--- src/rtl/dbg_share_pkg.sv ---
package dbg_share_pkg;

    typedef enum logic [1:0] {
        RA_CTRL   = 2'd0,
        RA_ENABLE = 2'd1,
        RA_STATUS = 2'd2,
        RA_OWNER  = 2'd3
    } reg_addr_t;

    localparam int CTRL_BITS = 3;

    typedef struct packed {
        logic share_en;
        logic idm;
        logic edm;
    } ctrl_t;

    typedef enum logic [1:0] {
        SQ_IDLE = 2'd0,
        SQ_WAIT = 2'd1,
        SQ_REQ  = 2'd2
    } seq_state_t;

    function automatic ctrl_t ctrl_sw_merge(input ctrl_t cur, input logic [CTRL_BITS-1:0] wd,
                                            input logic allowed);
        ctrl_t r;
        r = cur;
        if (allowed) r.idm = wd[1];
        return r;
    endfunction

endpackage

--- src/rtl/dbg_status_regs.sv ---
module dbg_status_regs
    import dbg_share_pkg::*;
#(
    parameter int NRES = 8
) (
    input  logic            clk,
    input  logic            rst,
    input  logic            sw_we_i,
    input  logic [1:0]      sw_addr_i,
    input  logic [NRES-1:0] sw_wdata_i,
    output logic [NRES-1:0] sw_rdata_o,
    input  logic            dbg_we_i,
    input  logic [1:0]      dbg_addr_i,
    input  logic [NRES-1:0] dbg_wdata_i,
    output logic [NRES-1:0] dbg_rdata_o,
    input  logic [NRES-1:0] evt_i,
    output logic [NRES-1:0] status_o,
    output logic [NRES-1:0] hw_own_o,
    output logic [NRES-1:0] evt_hit_o,
    output ctrl_t           ctrl_o
);
    localparam int PADW = NRES - CTRL_BITS;

    ctrl_t           ctrl_q, ctrl_d;
    logic [NRES-1:0] en_q, en_d;
    logic [NRES-1:0] stat_q, stat_d;
    logic [NRES-1:0] own_q, own_d;
    logic [NRES-1:0] hw_own, sw_clr, dbg_clr;
    logic            sw_ctrl_ok;

    always_comb begin
        if (!ctrl_q.edm)          hw_own = '0;
        else if (!ctrl_q.share_en) hw_own = '1;
        else                       hw_own = own_q;
    end

    assign sw_ctrl_ok = !ctrl_q.edm || ctrl_q.share_en;
    assign evt_hit_o  = evt_i & en_q;

    always_comb begin
        sw_clr  = (sw_we_i  && sw_addr_i  == RA_STATUS) ? (sw_wdata_i & ~hw_own) : '0;
        dbg_clr = (dbg_we_i && dbg_addr_i == RA_STATUS) ? dbg_wdata_i : '0;
        stat_d  = evt_hit_o | (stat_q & ~(sw_clr | dbg_clr));

        ctrl_d = ctrl_q;
        en_d   = en_q;
        own_d  = own_q;
        if (sw_we_i && sw_addr_i == RA_CTRL)
            ctrl_d = ctrl_sw_merge(ctrl_q, sw_wdata_i[CTRL_BITS-1:0], sw_ctrl_ok);
        if (sw_we_i && sw_addr_i == RA_ENABLE)
            en_d = (en_q & hw_own) | (sw_wdata_i & ~hw_own);
        if (dbg_we_i) begin
            unique case (dbg_addr_i)
                RA_CTRL:   ctrl_d = ctrl_t'(dbg_wdata_i[CTRL_BITS-1:0]);
                RA_ENABLE: en_d   = dbg_wdata_i;
                RA_OWNER:  own_d  = dbg_wdata_i;
                default:   ;
            endcase
        end
    end

    always_ff @(posedge clk) begin
        if (rst) begin
            ctrl_q <= '0;
            en_q   <= '0;
            stat_q <= '0;
            own_q  <= '0;
        end else begin
            ctrl_q <= ctrl_d;
            en_q   <= en_d;
            stat_q <= stat_d;
            own_q  <= own_d;
        end
    end

    always_comb begin
        unique case (sw_addr_i)
            RA_CTRL:   sw_rdata_o = {{PADW{1'b0}}, ctrl_q};
            RA_ENABLE: sw_rdata_o = en_q;
            RA_STATUS: sw_rdata_o = stat_q & ~hw_own;
            default:   sw_rdata_o = own_q;
        endcase
        unique case (dbg_addr_i)
            RA_CTRL:   dbg_rdata_o = {{PADW{1'b0}}, ctrl_q};
            RA_ENABLE: dbg_rdata_o = en_q;
            RA_STATUS: dbg_rdata_o = stat_q;
            default:   dbg_rdata_o = own_q;
        endcase
    end

    assign status_o = stat_q;
    assign hw_own_o = hw_own;
    assign ctrl_o   = ctrl_q;

    // an enabled event is always visible in status on the next cycle
    p_evt_recorded_r1: assert property (@(posedge clk) disable iff (rst)
        (|evt_hit_o) |=> ((stat_q & $past(evt_hit_o)) == $past(evt_hit_o)));

    // software status view never exposes hardware-owned bits
    p_sw_view_masked_r7: assert property (@(posedge clk) disable iff (rst)
        (sw_addr_i == RA_STATUS) |-> ((sw_rdata_o & hw_own) == '0));

    // software writes never move the ownership mask or the locked control bits
    p_owner_locked_r6: assert property (@(posedge clk) disable iff (rst)
        (sw_we_i && !dbg_we_i) |=> ($stable(own_q) && $stable(ctrl_q.edm) && $stable(ctrl_q.share_en)));

endmodule

--- src/rtl/dbg_entry_seq.sv ---
module dbg_entry_seq
    import dbg_share_pkg::*;
#(
    parameter int NRES = 8
) (
    input  logic            clk,
    input  logic            rst,
    input  logic [NRES-1:0] status_i,
    input  logic [NRES-1:0] hw_own_i,
    input  logic [NRES-1:0] evt_hit_i,
    input  ctrl_t           ctrl_i,
    input  logic            sw_de_i,
    input  logic            save_done_i,
    input  logic            dbgack_i,
    output logic            irq_o,
    output logic            dbgreq_o
);
    seq_state_t st_q, st_d;
    logic       hw_evt, sw_due, sw_gate;

    assign sw_gate  = sw_de_i && ctrl_i.idm;
    assign irq_o    = sw_gate && (|(status_i & ~hw_own_i));
    assign hw_evt   = |(evt_hit_i & hw_own_i);
    assign sw_due   = sw_gate && ((|(evt_hit_i & ~hw_own_i)) || (|(status_i & ~hw_own_i)));
    assign dbgreq_o = (st_q == SQ_REQ);

    always_comb begin
        st_d = st_q;
        if (!ctrl_i.edm) begin
            st_d = SQ_IDLE;
        end else begin
            unique case (st_q)
                SQ_IDLE: if (hw_evt) st_d = sw_due ? SQ_WAIT : SQ_REQ;
                SQ_WAIT: if (save_done_i) st_d = SQ_REQ;
                SQ_REQ:  if (dbgack_i) st_d = SQ_IDLE;
                default: st_d = SQ_IDLE;
            endcase
        end
    end

    always_ff @(posedge clk) begin
        if (rst) st_q <= SQ_IDLE;
        else     st_q <= st_d;
    end

    // request holds until acknowledged
    p_req_hold_r4: assert property (@(posedge clk) disable iff (rst)
        (dbgreq_o && !dbgack_i && ctrl_i.edm) |=> dbgreq_o);

    // no request while the context save is outstanding
    p_wait_save_r5: assert property (@(posedge clk) disable iff (rst)
        (st_q == SQ_WAIT && !save_done_i) |=> !dbgreq_o);

    // external debug mode off never yields a request next cycle
    p_no_req_off_r9: assert property (@(posedge clk) disable iff (rst)
        (!ctrl_i.edm) |=> !dbgreq_o);

    // lone hardware event from idle requests debug mode next cycle
    p_hw_entry_r3: assert property (@(posedge clk) disable iff (rst)
        (st_q == SQ_IDLE && ctrl_i.edm && hw_evt && !sw_due) |=> dbgreq_o);

endmodule

--- src/rtl/dbg_share_ctrl.sv ---
module dbg_share_ctrl
    import dbg_share_pkg::*;
#(
    parameter int NRES = 8
) (
    input  logic            clk,
    input  logic            rst,
    input  logic            sw_we_i,
    input  logic [1:0]      sw_addr_i,
    input  logic [NRES-1:0] sw_wdata_i,
    output logic [NRES-1:0] sw_rdata_o,
    input  logic            dbg_we_i,
    input  logic [1:0]      dbg_addr_i,
    input  logic [NRES-1:0] dbg_wdata_i,
    output logic [NRES-1:0] dbg_rdata_o,
    input  logic [NRES-1:0] evt_i,
    input  logic            sw_de_i,
    output logic            irq_o,
    input  logic            save_done_i,
    output logic            dbgreq_o,
    input  logic            dbgack_i
);
    logic [NRES-1:0] status_w, hw_own_w, evt_hit_w;
    ctrl_t           ctrl_w;

    dbg_status_regs #(.NRES(NRES)) regs_i (
        .clk        (clk),
        .rst        (rst),
        .sw_we_i    (sw_we_i),
        .sw_addr_i  (sw_addr_i),
        .sw_wdata_i (sw_wdata_i),
        .sw_rdata_o (sw_rdata_o),
        .dbg_we_i   (dbg_we_i),
        .dbg_addr_i (dbg_addr_i),
        .dbg_wdata_i(dbg_wdata_i),
        .dbg_rdata_o(dbg_rdata_o),
        .evt_i      (evt_i),
        .status_o   (status_w),
        .hw_own_o   (hw_own_w),
        .evt_hit_o  (evt_hit_w),
        .ctrl_o     (ctrl_w)
    );

    dbg_entry_seq #(.NRES(NRES)) seq_i (
        .clk        (clk),
        .rst        (rst),
        .status_i   (status_w),
        .hw_own_i   (hw_own_w),
        .evt_hit_i  (evt_hit_w),
        .ctrl_i     (ctrl_w),
        .sw_de_i    (sw_de_i),
        .save_done_i(save_done_i),
        .dbgack_i   (dbgack_i),
        .irq_o      (irq_o),
        .dbgreq_o   (dbgreq_o)
    );

endmodule

--- config.mk ---
export PLATFORM = sky130hd
export DESIGN_NAME = dbg_share_ctrl
export DESIGN_NICKNAME = d
export VERILOG_FILES = /design/src/rtl/dbg_share_pkg.sv /design/src/rtl/dbg_status_regs.sv /design/src/rtl/dbg_entry_seq.sv /design/src/rtl/dbg_share_ctrl.sv
export SDC_FILE = /design/constraint.sdc
export NUM_CORES = 1
export LEC_CHECK = 0
export ABC_CLOCK_PERIOD_IN_PS = 1870
export BUFFER_PORTS_ARGS = -buffer_cell sky130_fd_sc_hd__clkbuf_2
export CAP_MARGIN = 20
export CORE_ASPECT_RATIO = 1.4
export CORE_MARGIN = 2
export CORE_UTILIZATION = 52
export CTS_CLUSTER_SIZE = 20
export DETAILED_ROUTE_END_ITERATION = 10
export PLACE_DENSITY = 0.87
export SYNTH_ARGS = -nofsm -noshare
export SYNTH_HDL_FRONTEND = slang
export SYNTH_SLANG_ARGS = --single-unit
--- constraint.sdc ---
create_clock -name clk -period 1.87 [get_ports clk]
set_clock_uncertainty 0.2 [all_clocks]
set_input_delay 0.0935 -clock clk [delete_from_list [all_inputs] [get_ports clk]]
set_output_delay 0.0935 -clock clk [all_outputs]
set_load 0.005 [all_outputs]
* After elaboration in Yosys (flattened, before gate mapping)
Index checks and enable logic that the tools add are counted.
** Cells by class
- Equality and inequality tests :: 10
- Multiplexer cells :: 18
- Bitwise operators :: 13
- Reductions and logical operators :: 19
** Operators with widths (number)
- 8-bit AND :: 7
- 8-bit two-way mux :: 7
- 8-bit one-hot mux with 3 select lines :: 2
- 8-bit OR :: 3
- 8-bit OR reduction :: 3
- 8-bit inverter :: 2
- 2-bit two-way mux :: 5
- 2-bit == test, second input constant :: 4
- 1-bit logical AND :: 7
- 2-bit by 1-bit == test with 1-bit output, second input constant :: 3
- 2-bit logical NOT :: 3
- 3-bit two-way mux :: 2
- 2-bit one-hot mux with 3 select lines :: 1
- 2-bit by 1-bit != test with 1-bit output, second input constant :: 2
- 3-bit AND reduction :: 1
- 1-bit logical OR :: 2
- 2-bit != test, second input constant :: 1
- 2-bit AND reduction :: 1
- 2-bit OR reduction :: 1
- 1-bit logical NOT :: 1
- 1-bit two-way mux :: 1
- 1-bit inverter :: 1
** Word-level totals
- Bits in registers :: 29
- Input bits :: 35
- Output and inout port bits :: 18

* Longest topological paths before layout
- Word-level depth :: 10
- Mapped depth :: 6

* Cells and area by module
From an unflattened synthesis, not the netlist that was laid out.
** Unflattened totals
- Cells, all modules :: 265
- Area, all modules :: 2068.2 µm²
** By module, submodules not included
- dbg_status_regs :: times used 1, cells an instance 227, area an instance 1778.0 µm², seq. area each 540.5 µm²
- dbg_entry_seq :: times used 1, cells an instance 38, area an instance 290.3 µm², seq. area each 40.0 µm²

* Worst setup path after synthesis
Ideal clock, no wire load.
- Path type :: register to register
- From :: register regs_i.stat_q[2], in the netlist regs_i.status_o[2]
- To :: register seq_i.st_q[1]
- Arrival :: 1.442 ns
- Data required time :: 1.610 ns
- Slack :: 0.168 ns
- Stages on the path, launching flop included :: 7
- Clock period less this slack :: 1.702 ns
- Cells stage by stage :: dfxtp_1 > inv_1 > o22ai_1 > or4_4 > a21oi_2 > a41o_1 > o2111a_1
** On the way
- Longest elaborated chain between the ends :: 7
** Ends and longest elaborated chain
- start, declared :: line dbg_status_regs.sv:26 : logic [NRES-1:0] stat_q, stat_d;
- start signal, assigned :: line dbg_status_regs.sv:71 : stat_q <= stat_d;
- 8-bit AND :: line dbg_entry_seq.sv:24 : assign sw_due = sw_gate && ((|(evt_hit_i & ~hw_own_i)) || (|(status_i & ~hw_own_i)));
- 8-bit OR reduction :: line dbg_entry_seq.sv:24
- 1-bit logical OR :: line dbg_entry_seq.sv:24
- 1-bit logical AND :: line dbg_entry_seq.sv:24
- 2-bit two-way mux (2 in series) :: line dbg_entry_seq.sv:33 : SQ_IDLE: if (hw_evt) st_d = sw_due ? SQ_WAIT : SQ_REQ;
- 2-bit one-hot mux with 3 select lines :: line dbg_entry_seq.sv:32 : unique case (st_q)
- end signal, assigned :: line dbg_entry_seq.sv:43 : else st_q <= st_d;
- end, declared :: line dbg_entry_seq.sv:18 : seq_state_t st_q, st_d;
Every way passes these cells. The select of a mux whose other input is x is not followed.
A chain may end at the register's enable or synchronous reset.

* Final worst setup path
- From :: register regs_i.ctrl_q (netlist bit regs_i.ctrl_o[2])
- To :: output sw_rdata_o[5]
** On the way
- Longest elaborated chain between the ends :: 5
** Ends and longest elaborated chain
- start, declared :: line dbg_status_regs.sv:24 : ctrl_t ctrl_q, ctrl_d;
- start signal, assigned :: line dbg_status_regs.sv:69 : ctrl_q <= ctrl_d;
- 8-bit two-way mux :: line dbg_status_regs.sv:33 : else if (!ctrl_q.share_en) hw_own = '1;
- 8-bit two-way mux :: line dbg_status_regs.sv:32 : if (!ctrl_q.edm) hw_own = '0;
- 8-bit inverter :: line dbg_status_regs.sv:80 : RA_STATUS: sw_rdata_o = stat_q & ~hw_own;
- 8-bit AND :: line dbg_status_regs.sv:80
- 8-bit one-hot mux with 3 select lines :: line dbg_status_regs.sv:77 : unique case (sw_addr_i)
- end, declared :: line dbg_share_ctrl.sv:11 : output logic [NRES-1:0] sw_rdata_o,
Every way passes these cells.

==> results_dict.tcl <==
set metrics [dict create \
    placed_area_um2 2360 \
    drc_errors 0 \
    hold_class "primary input to flop" \
    grt-ovfl-total 0 \
    outcome "finished, violations left" \
    critPathSlowestCell "dfxtp_4" \
    worst_ep_arrival_time_ps 1720 \
    path_clk_slew_ps 60 \
    slew_violations 0 \
    maxCapViolCount 0 \
    worstReg2RegStart "regs_i.ctrl_o[2]" \
    layout-drive-gt1-share 0.399 \
    area_growth_syn_to_layout_pct 57.1 \
    vias 2887 \
    io_buffers 52 \
    cp.depth 7 \
    numCtsBuffers 5 \
    slowest_delay_ps 380 \
    placed_cells 357 \
    grt_max_degree 28 \
    violations "setup timing" \
    final_hold_viol_count 0 \
    ys_warn_count 0 \
    rrSetupSlack_ps -60 \
    fin_crit_sh 1.08 \
    holdWs_ps 19.8 \
    fmax_mhz 496 \
    diodes 0 \
    worst_pin_slew_ps 616 \
    core_area_um2 3610 \
    fin_cells 408 \
    cp.buffers_inverters 3 \
    pre_cts_ws_ps 40.1 \
    grtUsageTotal 0.363 \
    cp_cell_sequence "clkinvlp_4, o21ai_4, buf_6, nand2_2, o21ai_1, a22o_1, clkbuf_2" \
    die_y_um 75.9 \
    min_to "seq_i.st_q[1]" \
    final.min_clock_period_ps 2020 \
    drt_pass1_iterations 6 \
    clk_latency_ps 290 \
    clkSinkCount 29 \
    hold_depth 3 \
    grt_pass1_vias 2553 \
    root_buffer "clkbuf_8" \
    htreeDepth 2 \
    syn_area_per_cell_um2 7.62 \
    worstHoldStart "dbgack_i" \
    wirelength_um 9090 \
    drt-initial-drc-count 420 \
    slew_headroom 0.589 \
    fin_ws_ps -147 \
    cp-end-kind "output pin" \
    ios 53 \
    num-fill-cells 198 \
    critical_path_class "flop to output pin" \
    die_w_um 55.4 \
    reg2regPathDepth 7 \
    route.detailed.wl_per_inst_um 22.3 \
    syn_area_um2 1920 \
    synth-seq-area-share 0.302 \
    grt_pass1_wl_um 12000 \
    required_ps 1580 \
    powerDensity_nw_per_um2 558 \
    via_per_inst 7.08 \
    syn_inst 252 \
    gp_congestion 0.996 \
    rows 26 \
    cts_tree "built" \
    setup_viol 9 \
    ys_seq_elements 29 \
    startpoint_type "flop" \
    power_mw 1.68 \
    rr_endpoint "seq_i.st_q[0]" \
    finalInstanceArea_um2 3020 \
    die_area_um2 4200 \
    initial_core_util 0.532 \
    cts_buffer_depth 2 \
    dpl.hpwl_um 4560 \
    finalNetCount 401 \
    irDropWorstVdd_uv 525 \
    final_antenna_net_count 0 \
    rsz0062_at_grt "yes" \
    leakagePower_nw 1.30 \
    synth_fp_nets 287 \
    antenna_found_initial 0 \
    crit_family "compound AO/OA/AOI/OAI gates" \
    worstPathMaxFanout 4 \
    synth_cell_types 33 \
]
metrics by stage:
step,util,setup TNS (ps)
after detailed placement,0.653,0
after floorplan,-,0
after global routing,0.836,-922
after CTS,0.769,-101
final,0.836,-547
after global placement,0.653,0
cell type report:
class	instances	area, um2	share of cell area
multi-input combinational	198	1360	0.451
timing repair buffer	119	850	0.282
sequential	29	612	0.203
clock buffer	7	86.3	0.0286
tap	42	52.6	0.0174
inverter	12	50.0	0.0166
timing repair inverter	1	7.51	0.00249
power by group:
| group | internal [mW] | switching (mW) |
|---|---|---|
| sequential | 0.644 | 0.0404 |
| clock | 0.292 | 0.249 |
| combinational | 0.216 | 0.242 |
logic make-up after synthesis:
logic type,after synthesis,share of synthesized area
AND/OR/NAND/NOR,110,0.262
AO/OA/AOI/OAI,65,0.225
flip-flops,29,0.302
buffers and inverters,25,0.0521
multiplexers,23,0.159
worst min-delay path, delay by kind of cell:
kind	cells	cell delay, ps
AOI/OAI and AO/OA	1	240
buffers and inverters	1	80
and+or+nand+nor	1	40
state kept, by name, summed over array words and instances (netlist names):
name             cells
regs_i.status_o      8
regs_i.own_q         8
regs_i.en_q          8
regs_i.ctrl_o        3
seq_i.st_q           2
worst max path at each step:
stage | startpoint | slack [ps] | end
after floorplan | regs_i.status_o[2] | 170 | seq_i.st_q[1]
after CTS | regs_i.ctrl_o[2] | -40 | sw_rdata_o[0]
after detailed placement | regs_i.status_o[2] | 40 | seq_i.st_q[1]
after global placement | regs_i.ctrl_o[0] | 80 | sw_rdata_o[0]
after global routing | regs_i.ctrl_o[2] | -170 | sw_rdata_o[4]
final | regs_i.ctrl_o[2] | -150 | sw_rdata_o[5]
timing repair:
item                                   in CTS  in global routing
hold buffers                               28                  0
pin swaps                                   2                 11
buffers inserted                            2                 14
resized for setup                          17                 45
endpoints found under the hold margin      29                  0
cloned                                      0                  1
setup endpoints to repair                   9                 11
layout by cell type (no fill, tap or decap), types with 2 or more instances in the layout:
cell type      count
clkbuf_2          52
o21ai_1            4
buf_4             33
o22ai_1            5
nand3_1           31
clkbuf_8           6
dlygate4sd3_1     28
o21ai_0            5
mux4_2             6
mux2i_1           17
inv_2              5
o22ai_2            2
nor2_1            24
inv_4              2
a211oi_1           9
a21oi_1           11
inv_1              5
a22o_1            10
dfxtp_2           10
dfxtp_4            5
o21ai_2            5
o21ai_4            4
dfxtp_1           14
nand2_1           37
nor2b_1            6
and2_0             2
buf_6              5
a31oi_1            3
nor4_1             2
cell usage after synthesis, drive strengths merged:
| library cell | instances | share of area |
|---|---|---|
| nand3 | 32 | 0.083 |
| inv | 12 | 0.023 |
| nor2b | 6 | 0.020 |
| nor4 | 2 | 0.0065 |
| a211oi | 9 | 0.035 |
| nand2 | 38 | 0.074 |
| or4 | 1 | 0.0059 |
| nor2 | 25 | 0.049 |
| nor3 | 1 | 0.0026 |
| buf | 5 | 0.012 |
| a22o | 10 | 0.046 |
| mux4 | 6 | 0.070 |
| mux2i | 17 | 0.089 |
| o2111a | 1 | 0.0059 |
| a31oi | 3 | 0.0098 |
| a21oi | 12 | 0.033 |
| or3 | 1 | 0.0033 |
| and2 | 2 | 0.0065 |
| and4 | 1 | 0.0046 |
| o21ai | 18 | 0.047 |
| clkbuf | 8 | 0.016 |
| a41o | 1 | 0.0052 |
| o22ai | 8 | 0.026 |
| a32oi | 1 | 0.0046 |
| a2111oi | 1 | 0.0078 |
| a31o | 1 | 0.0046 |
| dfxtp | 29 | 0.30 |
| nor3b | 1 | 0.0065 |
metal layers:
layer | share of wire | GRT usage | vias to the layer above | wire length [um]
met1 | 0.34 | 0.414 | 1299 | 3080
met3 | 0.12 | 0.0870 | 121 | 1100
li1 | - | - | 1143 | -
met2 | 0.45 | 0.574 | 324 | 4080
met5 | 0 | 0 | - | 0
met4 | 0.090 | 0.278 | 0 | 820
Power figures use the tool's default switching activity.
